`config.mk`:
```
export PLATFORM = sky130hd
export DESIGN_NAME = crc_accel
export DESIGN_NICKNAME = d
export VERILOG_FILES = /design/src/rtl/crcacc_pkg.sv /design/src/rtl/crcacc_decode.sv /design/src/rtl/crcacc_engine.sv /design/src/rtl/crcacc_counter.sv /design/src/rtl/crc_accel.sv
export SDC_FILE = /design/constraint.sdc
export NUM_CORES = 1
export LEC_CHECK = 0
export BUFFER_PORTS_ARGS = -buffer_cell sky130_fd_sc_hd__buf_2
export CAP_MARGIN = 40
export CORE_MARGIN = 8
export CORE_UTILIZATION = 40
export CTS_BUF_LIST = sky130_fd_sc_hd__clkbuf_8
export CTS_CLUSTER_SIZE = 40
export DETAILED_ROUTE_END_ITERATION = 8
export PLACE_DENSITY = 0.7
export SYNTH_ARGS = -nofsm -noshare
export SYNTH_HDL_FRONTEND = slang
export SYNTH_SLANG_ARGS = --single-unit
```
`constraint.sdc`:
```
create_clock -name clk -period 1.9 [get_ports clk]
set_clock_uncertainty 0.05 [all_clocks]
set_input_delay 0.285 -clock clk [delete_from_list [all_inputs] [get_ports clk]]
set_output_delay 0.285 -clock clk [all_outputs]
set_load 0.05 [all_outputs]
```
`src/rtl/crcacc_pkg.sv`:
```
package crcacc_pkg;

  localparam int ADDR_W = 2;
  localparam int REG_W  = 16;
  localparam int CLR_BIT = 15;

  typedef enum logic [ADDR_W-1:0] {
    SEL_CTRL = 2'd0,
    SEL_DIN  = 2'd1,
    SEL_OUT  = 2'd2,
    SEL_RSVD = 2'd3
  } reg_sel_e;

  typedef struct packed {
    logic       clear;
    logic       absorb;
    logic [7:0] byte_v;
  } engine_cmd_t;

endpackage

```
`src/rtl/crcacc_decode.sv`:
```
module crcacc_decode
  import crcacc_pkg::*;
(
  input  logic                cfg_we,
  input  logic [ADDR_W-1:0]   cfg_addr,
  input  logic [REG_W-1:0]    cfg_wdata,
  input  logic                din_valid,
  input  logic [REG_W-1:0]    din_data,
  output logic                din_ready,
  output engine_cmd_t         cmd
);

  logic ctrl_hit;

  always_comb begin
    ctrl_hit   = cfg_we && (reg_sel_e'(cfg_addr) == SEL_CTRL);
    cmd.clear  = ctrl_hit && cfg_wdata[CLR_BIT];
    din_ready  = !cmd.clear;
    cmd.absorb = din_valid && din_ready;
    cmd.byte_v = din_data[7:0];
  end

endmodule

```
`src/rtl/crcacc_engine.sv`:
```
module crcacc_engine #(
  parameter int                 CRC_W  = 16,
  parameter int                 BYTE_W = 8,
  parameter logic [CRC_W-1:0]   POLY_R = 16'h8408,
  parameter logic [CRC_W-1:0]   INIT   = 16'hFFFF
) (
  input  logic              clk,
  input  logic              rst_n,
  input  logic              clear,
  input  logic              absorb,
  input  logic [BYTE_W-1:0] byte_v,
  output logic [CRC_W-1:0]  crc_state
);

  localparam int PAD_W = CRC_W - BYTE_W;

  logic [CRC_W-1:0] crc_q;
  logic [CRC_W-1:0] chain [0:BYTE_W];

  assign chain[0] = crc_q ^ {{PAD_W{1'b0}}, byte_v};

  for (genvar i = 0; i < BYTE_W; i++) begin : g_bit
    assign chain[i+1] = chain[i][0] ? ((chain[i] >> 1) ^ POLY_R)
                                    :  (chain[i] >> 1);
  end

  always_ff @(posedge clk) begin
    if (!rst_n)      crc_q <= INIT;
    else if (clear)  crc_q <= INIT;
    else if (absorb) crc_q <= chain[BYTE_W];
  end

  assign crc_state = crc_q;

endmodule

```
`src/rtl/crcacc_counter.sv`:
```
module crcacc_counter #(
  parameter int CNT_W = 12
) (
  input  logic             clk,
  input  logic             rst_n,
  input  logic             clear,
  input  logic             bump,
  output logic [CNT_W-1:0] count
);

  localparam logic [CNT_W-1:0] CNT_MAX = {CNT_W{1'b1}};

  logic [CNT_W-1:0] cnt_q;

  always_ff @(posedge clk) begin
    if (!rst_n)                        cnt_q <= '0;
    else if (clear)                    cnt_q <= '0;
    else if (bump && cnt_q != CNT_MAX) cnt_q <= cnt_q + 1'b1;
  end

  assign count = cnt_q;

endmodule

```
`src/rtl/crc_accel.sv`:
```
module crc_accel
  import crcacc_pkg::*;
#(
  parameter int               CNT_W  = 12,
  parameter int               CRC_W  = 16,
  parameter logic [CRC_W-1:0] POLY_R = 16'h8408,
  parameter logic [CRC_W-1:0] INIT   = 16'hFFFF,
  parameter logic [CRC_W-1:0] XOROUT = 16'hFFFF
) (
  input  logic              clk,
  input  logic              rst_n,
  input  logic              cfg_we,
  input  logic [1:0]        cfg_addr,
  input  logic [15:0]       cfg_wdata,
  input  logic [1:0]        rd_addr,
  output logic [15:0]       rd_data,
  input  logic              din_valid,
  output logic              din_ready,
  input  logic [15:0]       din_data
);

  localparam int CNT_PAD = REG_W - CNT_W;

  engine_cmd_t      cmd;
  logic [CRC_W-1:0] crc_state;
  logic [CNT_W-1:0] byte_count;

  crcacc_decode u_decode (
    .cfg_we    (cfg_we),
    .cfg_addr  (cfg_addr),
    .cfg_wdata (cfg_wdata),
    .din_valid (din_valid),
    .din_data  (din_data),
    .din_ready (din_ready),
    .cmd       (cmd)
  );

  crcacc_engine #(
    .CRC_W  (CRC_W),
    .BYTE_W (8),
    .POLY_R (POLY_R),
    .INIT   (INIT)
  ) u_engine (
    .clk       (clk),
    .rst_n     (rst_n),
    .clear     (cmd.clear),
    .absorb    (cmd.absorb),
    .byte_v    (cmd.byte_v),
    .crc_state (crc_state)
  );

  crcacc_counter #(
    .CNT_W (CNT_W)
  ) u_counter (
    .clk   (clk),
    .rst_n (rst_n),
    .clear (cmd.clear),
    .bump  (cmd.absorb),
    .count (byte_count)
  );

  always_comb begin
    unique case (reg_sel_e'(rd_addr))
      SEL_CTRL: rd_data = {{CNT_PAD{1'b0}}, byte_count};
      SEL_OUT:  rd_data = crc_state ^ XOROUT;
      default:  rd_data = '0;
    endcase
  end

endmodule

```
## Word level (Yosys, flattened, before mapping)

Index checks and enable logic that the tools add are counted.

| storage, ports and cells | value |
|---|---|
| bits in registers | 28 |

| cells by class | value |
|---|---|
| reduce and logical (&&, ||, !) cells | 8 |
| add/subtract/negate cells | 1 |
| equal/unequal tests | 2 |
| mux-type cells | 9 |
| bitwise gates (word level) | 11 |

Operators by type and width:

| cell | number |
|---|---|
| two-way mux 16 bit | 8 |
| one-hot mux 16 bit (2 select lines) | 1 |
| NOT 2 -> 3 bit | 8 |
| NOT 16 bit | 1 |
| bitwise XOR 16 x 8 -> 16 bit | 1 |
| adder 12 x 1 -> 12 bit (second input constant) | 1 |
| inequality test 12 bit (second input constant) | 1 |
| logical AND 1 bit | 4 |
| logical NOT 2 bit | 2 |
| equality test 2 bit (second input constant) | 1 |
| OR reduction 2 bit | 1 |
| logical NOT 1 bit | 1 |
| NOT 1 bit | 1 |

## Depth between registers and ports, before layout

Gate-level depths: netlist of run 1.

| depth | value |
|---|---|
| depth after elaboration | 17 |
| mapped depth | 6 |

## Modules after synthesis

A second synthesis of run 1 with hierarchy kept.

| second synthesis, totals | value |
|---|---|
| cells, all modules | 218 |
| area, all modules | 1938.1 um^2 |

Modules (own cells, without submodules):

| module | area each (um^2) | sequential area each (um^2) | cells each | times used |
|---|---|---|---|---|
| crcacc_engine | 959.7 | 320.3 | 91 | 1 |
| crcacc_counter | 640.6 | 240.2 | 73 | 1 |
| crc_accel | 252.7 | 0.0 | 43 | 1 |
| crcacc_decode | 85.1 | 0.0 | 11 | 1 |

## Worst setup path after synthesis of run 1

OpenSTA, ideal clock, no wires.

| path | value |
|---|---|
| path type | input-to-output |
| start | input port rd_addr[1] |
| end | output port rd_data[10] |
| path slack | -0.464 ns |
| buffers on the path | 2 |
| stages | 4 |
| data arrival time | 2.029 ns |
| cell sequence | clkbuf_1 > clkbuf_1 > nor2_1 > a211oi_1 |

| between the ends | value |
|---|---|
| cells in the longest elaborated chain, start to end | 2 |
| elaborated cells between the ends (all ways) | 3 |

Ends and longest elaborated chain:

| what | line | source |
|---|---|---|
| start, declared | crc_accel.sv:15 | `input logic [1:0] rd_addr,` |
| equality test 2 bit / logical NOT 2 bit (equally long branches) | crc_accel.sv:63 | `unique case (reg_sel_e'(rd_addr))` |
| one-hot mux 16 bit (2 select lines) (*) | crc_accel.sv:63 |  |
| end, declared | crc_accel.sv:16 | `output logic [15:0] rd_data,` |

Mark *: on every way between the ends. The rest lies on a longest branch, timed or not.

## Worst setup path in the final report of run 1

| path | value |
|---|---|
| start | register u_counter.cnt_q[3], in the netlist u_counter.count[3] |
| end | register u_counter.cnt_q[5], in the netlist u_counter.count[5] |

| between the ends | value |
|---|---|
| cells in the longest elaborated chain, start to end | 2 |
| elaborated cells between the ends (all ways) | 3 |

Ends and longest elaborated chain:

| what | line | source |
|---|---|---|
| start, declared | crcacc_counter.sv:13 | `logic [CNT_W-1:0] cnt_q;` |
| start signal, assigned | crcacc_counter.sv:18 | `else if (bump && cnt_q != CNT_MAX) cnt_q <= cnt_q + 1'b1;` |
| parallel branches: the longest is 2 deep, another holds adder 12 x 1 -> 12 bit | n/a |  |

Parallel ways; which one is timed is not known.
A chain may end at the register's enable or synchronous reset.

==> results.cfg, run 1 <==
[layout]
syn_to_final_growth_pct = 24.30
regArea_um2 = 560.5
final_core_util_pct = 52.36
multi_input_area_um2 = 994.7
layout-drive-gt1-share_pct = 25.64
design_area_um2 = 1946
fillCellCount = 362
layout.nets = 276
antenna_cells = 0

[detailed_routing]
vias = 1521
antenna_left = 0
viasPerCell = 5.394
routed_wl_mm = 4.112
drc = 0
routedWlPerCell_um = 14.58
drtIter0Drc = 124
drt-pass1-iter-count = 4

[synth]
ys_warn_count = 0
synth_edf_count = 0
ys.flop_type = dfxtp_1
postSynthCellCount = 199
netlist_area_um2 = 1565
synth_top_cell_by_area = dfxtp_1
synthArstFlopShare_pct = 0
synth_cell_types = 33
ys_seq_area_share_pct = 35.81
ys_top_cells_by_area = dfxtp_1 (36%), xnor2_1 (9.5%), nor2_1 (7.4%)
syn_avg_cell_area_um2 = 7.866
synth_top_area_share_pct = 35.81
syn_nets = 240
ys_ff_latch = 28

[power_and_ir_drop]
powerDensity_nw_per_um2 = 875.5
vdd_ir_drop_max_mv = 0.4788
power_leakage_uw = 0.0007538

[sta]
finalMaxSlewViolations = 0
tightest_slew_ns = 0.4507
rsz0062_at_grt = false
fin_crit_ns = 1.691
hold_viol = 0
fin_crit_sh_pct = 88.99
setup_viol = 0
slew_headroom_pct = 69.96
fmax_ghz = 0.5914
hold_ws_ns = 0.3395
tns_ns = 0

[grt]
grt_usage_pct = 13.10
grt_pass1_wl_mm = 6.741
grt_pass1_vias = 1445
grt_max_degree = 19
antenna_found_initial = 0
overflow = 0

[critical_path]
path_max_fanout = 8
critical_path_class = flop to flop
r2r_slack_ns = 0.21
endpoint = u_counter.count[5]$_SDFFE_PP0P_
required_ns = 2.06
critPathLaunchType = flop
r2r-start = u_counter.count[3]$_SDFFE_PP0P_
reg2reg_to = u_counter.count[5]$_SDFFE_PP0P_
cp.arrival_ns = 1.85
rr_worst_depth = 4
startpoint = u_counter.count[3]$_SDFFE_PP0P_
cp-end-kind = flop

[clock_tree]
cts_resized = 0
cts_buffers = 3
clkTransAtPathRegs_ns = 0.10
clock_path_buffers = 2
htreeDepth = 1
cts_tree = yes
cts-root-buf = clkbuf_8
clock_latency_ns = 0.28
hold_buffers = 0
clkSinkCount = 28
post_cts_buffers = 0

[placed_design]
place_area_um2 = 1874
place_hpwl_mm = 3.080
io_buffers = 33
place_congestion = 0.7599

[die]
rows = 22
core_area_um2 = 3716
die_h_um = 78.56
start_util_pct = 42.12
ios = 57
die-area_um2 = 6171
fp.dieW_um = 78.56

[flow_run]
maxCapViolCount = 0

[outcome]
outcome = finished, final reports clean

[hold_path]
hold_path.class = input pin to flop
==> report_power, final <==
part           leakage [uW]  internal [uW]  switching (uW)
Clock             0.0000357            283             200
Combinational      0.000489            207             294
Sequential         0.000230            648            70.8
==> cells in the final DEF (no fill, tap or decap), types with 2 or more instances in the layout <==
cell type	n
a211oi_2	8
a211oi_4	2
a21oi_1	11
a31oi_1	4
and2_1	2
buf_2	33
buf_4	10
clkbuf_8	3
dfxtp_1	28
inv_1	3
inv_2	2
mux2i_1	2
nand2_1	11
nand2b_1	2
nand3_1	5
nand4_1	3
nor2_1	31
nor3_1	6
nor4_1	2
o211ai_1	2
o21ai_0	18
o31ai_1	4
or3_1	4
or4_1	5
xnor2_1	17
xor2_1	7
==> metal layers <==
metal	track usage (%)	wire length, um	part of all wire [%]	up-vias
li1	-	-	-	777
met1	17.85	1926	47	681
met2	20.30	1847	45	58
met3	2.164	279	6.8	5
met4	4.444	59	1.4	0
met5	0	0	0	-
==> cell usage after synthesis (4+ instances only) <==
| cell type | instances |
|---|---|
| nand2_1 | 11 |
| o31ai_1 | 4 |
| clkbuf_1 | 9 |
| nand3_1 | 5 |
| xor2_1 | 7 |
| nor2_1 | 31 |
| nor3_1 | 6 |
| or4_1 | 5 |
| xnor2_1 | 17 |
| o21ai_0 | 18 |
| a31oi_1 | 4 |
| dfxtp_1 | 28 |
| a21oi_1 | 11 |
| or3_1 | 4 |
| a211oi_1 | 11 |
==> sequential cells by signal, indices dropped and copies added (netlist names) <==
name,count
u_engine.crc_state,16
u_counter.count,12
==> through the flow <==
| stage | power, uW | setup WS, ns | cells |
|---|---|---|---|
| 4_1_cts | 1707 | 0.2159 | 282 |
| 2_1_floorplan | 1117 | -0.001340 | 199 |
| 3_3_place_gp | 1227 | 0.1397 | 278 |
| 5_1_grt | 1789 | 0.1063 | 282 |
| 3_5_place_dp | 1230 | 0.09424 | 278 |
| 6_report | 1703 | 0.2091 | 282 |
==> area by class of cell <==
| cell class | count | share of cell area, % |
|---|---|---|
| multi-input cells | 154 | 51.13 |
| repair buffers | 43 | 12.35 |
| clock inverters | 1 | 1.543 |
| well taps | 48 | 3.087 |
| inverters | 5 | 0.9646 |
| clock buffers | 3 | 2.122 |
| flip-flops and latches | 28 | 28.81 |
==> cell families (layout without fill, tap and decap cells) <==
kind of cell,after synthesis,in the layout,share of synthesized area (%)
AOI/OAI and AO/OA,54,54,21.34
buffers and inverters,17,52,4.796
muxes,2,2,1.279
adders and majority gates,1,1,0.7992
xor gates and xnor gates,24,24,13.43
and+or+nand+nor,73,73,22.54
DFF,28,28,35.81
==> how the worst min path moves through the flow <==
stage	from	end	slack [ns]	cells after the start
after floorplan	u_counter.count[11]$_SDFFE_PP0P_	u_counter.count[11]$_SDFFE_PP0P_	0.41	1
after global routing	din_valid	u_engine.crc_state[9]$_SDFFE_PP1P_	0.37	3
final	din_valid	u_engine.crc_state[8]$_SDFFE_PP1P_	0.34	3
after detailed placement	u_counter.count[11]$_SDFFE_PP0P_	u_counter.count[11]$_SDFFE_PP0P_	0.45	1
after CTS	din_valid	u_engine.crc_state[8]$_SDFFE_PP1P_	0.34	3
after global placement	u_counter.count[11]$_SDFFE_PP0P_	u_counter.count[11]$_SDFFE_PP0P_	0.45	1
==> worst max-delay path, cell delays in order, from the launching register on <==
cell,delay [ns]
dfxtp_1,0.48
nand2_1,0.07
or4_1,0.51
or4_1,0.42
o21ai_0,0.09
No activity file was read; power rests on OpenSTA's default activity.
==> run 2, diff against run 1 <==
CORE_UTILIZATION = 51   (was 40)
CTS_CLUSTER_SIZE = 20   (was 40)
HOLD_SLACK_MARGIN = 0.08   (was unset)
PLACE_DENSITY = 0.85   (was 0.7)
==> results.cfg, run 2 (synthesized netlist as in run 1, its figures left out) <==
[clock_tree]
cts-root-buf = clkbuf_8
cts_buffers = 3
clkTransAtPathRegs_ns = 0.10
clock_latency_ns = 0.27
cts_resized = 0
htreeDepth = 1
clkSinkCount = 28
cts_tree = yes
clock_path_buffers = 2
post_cts_buffers = 0
hold_buffers = 0

[hold_path]
hold_path.class = input pin to flop

[grt]
grt_util_met1_pct = 20.42
overflow = 0
antenna_found_initial = 0
grt_usage_pct = 15.80
grt_max_degree = 20
grt_pass1_wl_mm = 6.706
busiest_layer = met2
gr-usage-met2_pct = 24.59
grt_pass1_vias = 1458
use_met3_pct = 2.789

[power_and_ir_drop]
powerDensity_nw_per_um2 = 873.4
power_leakage_uw = 0.0007641
vdd_ir_drop_max_mv = 0.5671

[sta]
hold_viol = 0
finalMaxSlewViolations = 0
fin_crit_sh_pct = 89.59
setup_viol = 0
tightest_slew_ns = 0.4272
fmax_ghz = 0.5875
rsz0062_at_grt = false
fin_crit_ns = 1.702
slew_headroom_pct = 71.31
hold_ws_ns = 0.3416

[placed_design]
io_buffers = 33
place_congestion = 0.8354
place_hpwl_mm = 3.004

[die]
fp.dieW_um = 71.40
die_h_um = 71.40
core_area_um2 = 2978
rows = 20
ios = 57
start_util_pct = 52.56
die-area_um2 = 5098

[critical_path]
critical_path_class = flop to output pin
critical_path.slowest_cell = dfxtp_1
critical_path.max_stage_delay_ns = 0.39
cp.arrival_ns = 1.37
cp-end-kind = output pin
crit_family = buffers and inverters
path_max_fanout = 5
timing.critical_path.buf_inv = 2
critPathLaunchType = flop
required_ns = 1.56
path_cells = buf_4, nor2_1, a211oi_2, buf_2

[detailed_routing]
routedWlPerCell_um = 14.58
routed_wl_mm = 3.921
vias = 1559
antenna_left = 0
viasPerCell = 5.796
drt-pass1-iter-count = 4
drtIter0Drc = 71
drc = 0

[outcome]
outcome = finished, final reports clean

[layout]
antenna_cells = 0
layout.nets = 278
final_core_util_pct = 65.21
layout_common_cells = buf_2 (33), nor2_1 (31), dfxtp_1 (28), o21ai_0 (18), xnor2_1 (17)
syn_to_final_growth_pct = 24.06
layout-drive-gt1-share_pct = 26.27
layout_commonest_cell = buf_2
largest_reg_flops = 16

[flow_run]
maxCapViolCount = 0
-- run 2: cell count changes in the layout (fill, tap and decap cells not counted) --
cell and delta:
buf_4 +2
-- run 2: power by group --
group | internal, uW | switching (uW)
registers | 648 | 70.0
clock network | 282 | 191
logic | 213 | 292
-- run 2: metrics by stage --
step	TNS [ns]	std cells	instance area (um^2)	setup WS (ns)	power [uW]
finish	0	269	1942	0.1978	1696
global route	0	269	1942	0.08686	1782
CTS	0	269	1942	0.1948	1700
detailed placement	0	265	1871	0.1226	1236
global placement	0	265	1871	0.1297	1228
floorplan	-0.01072	199	1630	-0.001340	1117
-- run 2: layout make-up --
class | count | area (um^2)
Fill cell | 257 | 1036
Clock buffer | 3 | 41.29
Inverter | 5 | 18.77
Sequential cell | 28 | 560.5
Clock inverter | 1 | 30.03
Tap cell | 33 | 41.29
Timing Repair Buffer | 45 | 255.2
Multi-Input combinational cell | 154 | 994.7
-- run 2: final timing paths --
path / from / end / slack [ns] / cells past startpoint
max: u_counter.count[3]$_SDFFE_PP0P_ / rd_data[3] / 0.20 / 4
min: rst_n / u_counter.count[5]$_SDFFE_PP0P_ / 0.34 / 4
max reg2reg: u_counter.count[4]$_SDFFE_PP0P_ / u_counter.count[5]$_SDFFE_PP0P_ / 0.24 / 4
min reg2reg: u_counter.count[11]$_SDFFE_PP0P_ / u_counter.count[11]$_SDFFE_PP0P_ / 0.46 / 1
-- run 2: metal layers --
layer / part of all wire [%] / vias up / wire [um]
met3: 6.3 / 8 / 248
met2: 43 / 57 / 1703
met1: 48 / 715 / 1898
met4: 1.8 / 0 / 71
met5: 0 / - / 0
li1: - / 779 / -
-- run 2: worst register-to-register path: stages (launching register included) --
cell and delay (ns):
dfxtp_1 0.46, nand2_1 0.08, or4_1 0.51, or4_1 0.41
o21ai_0 0.08
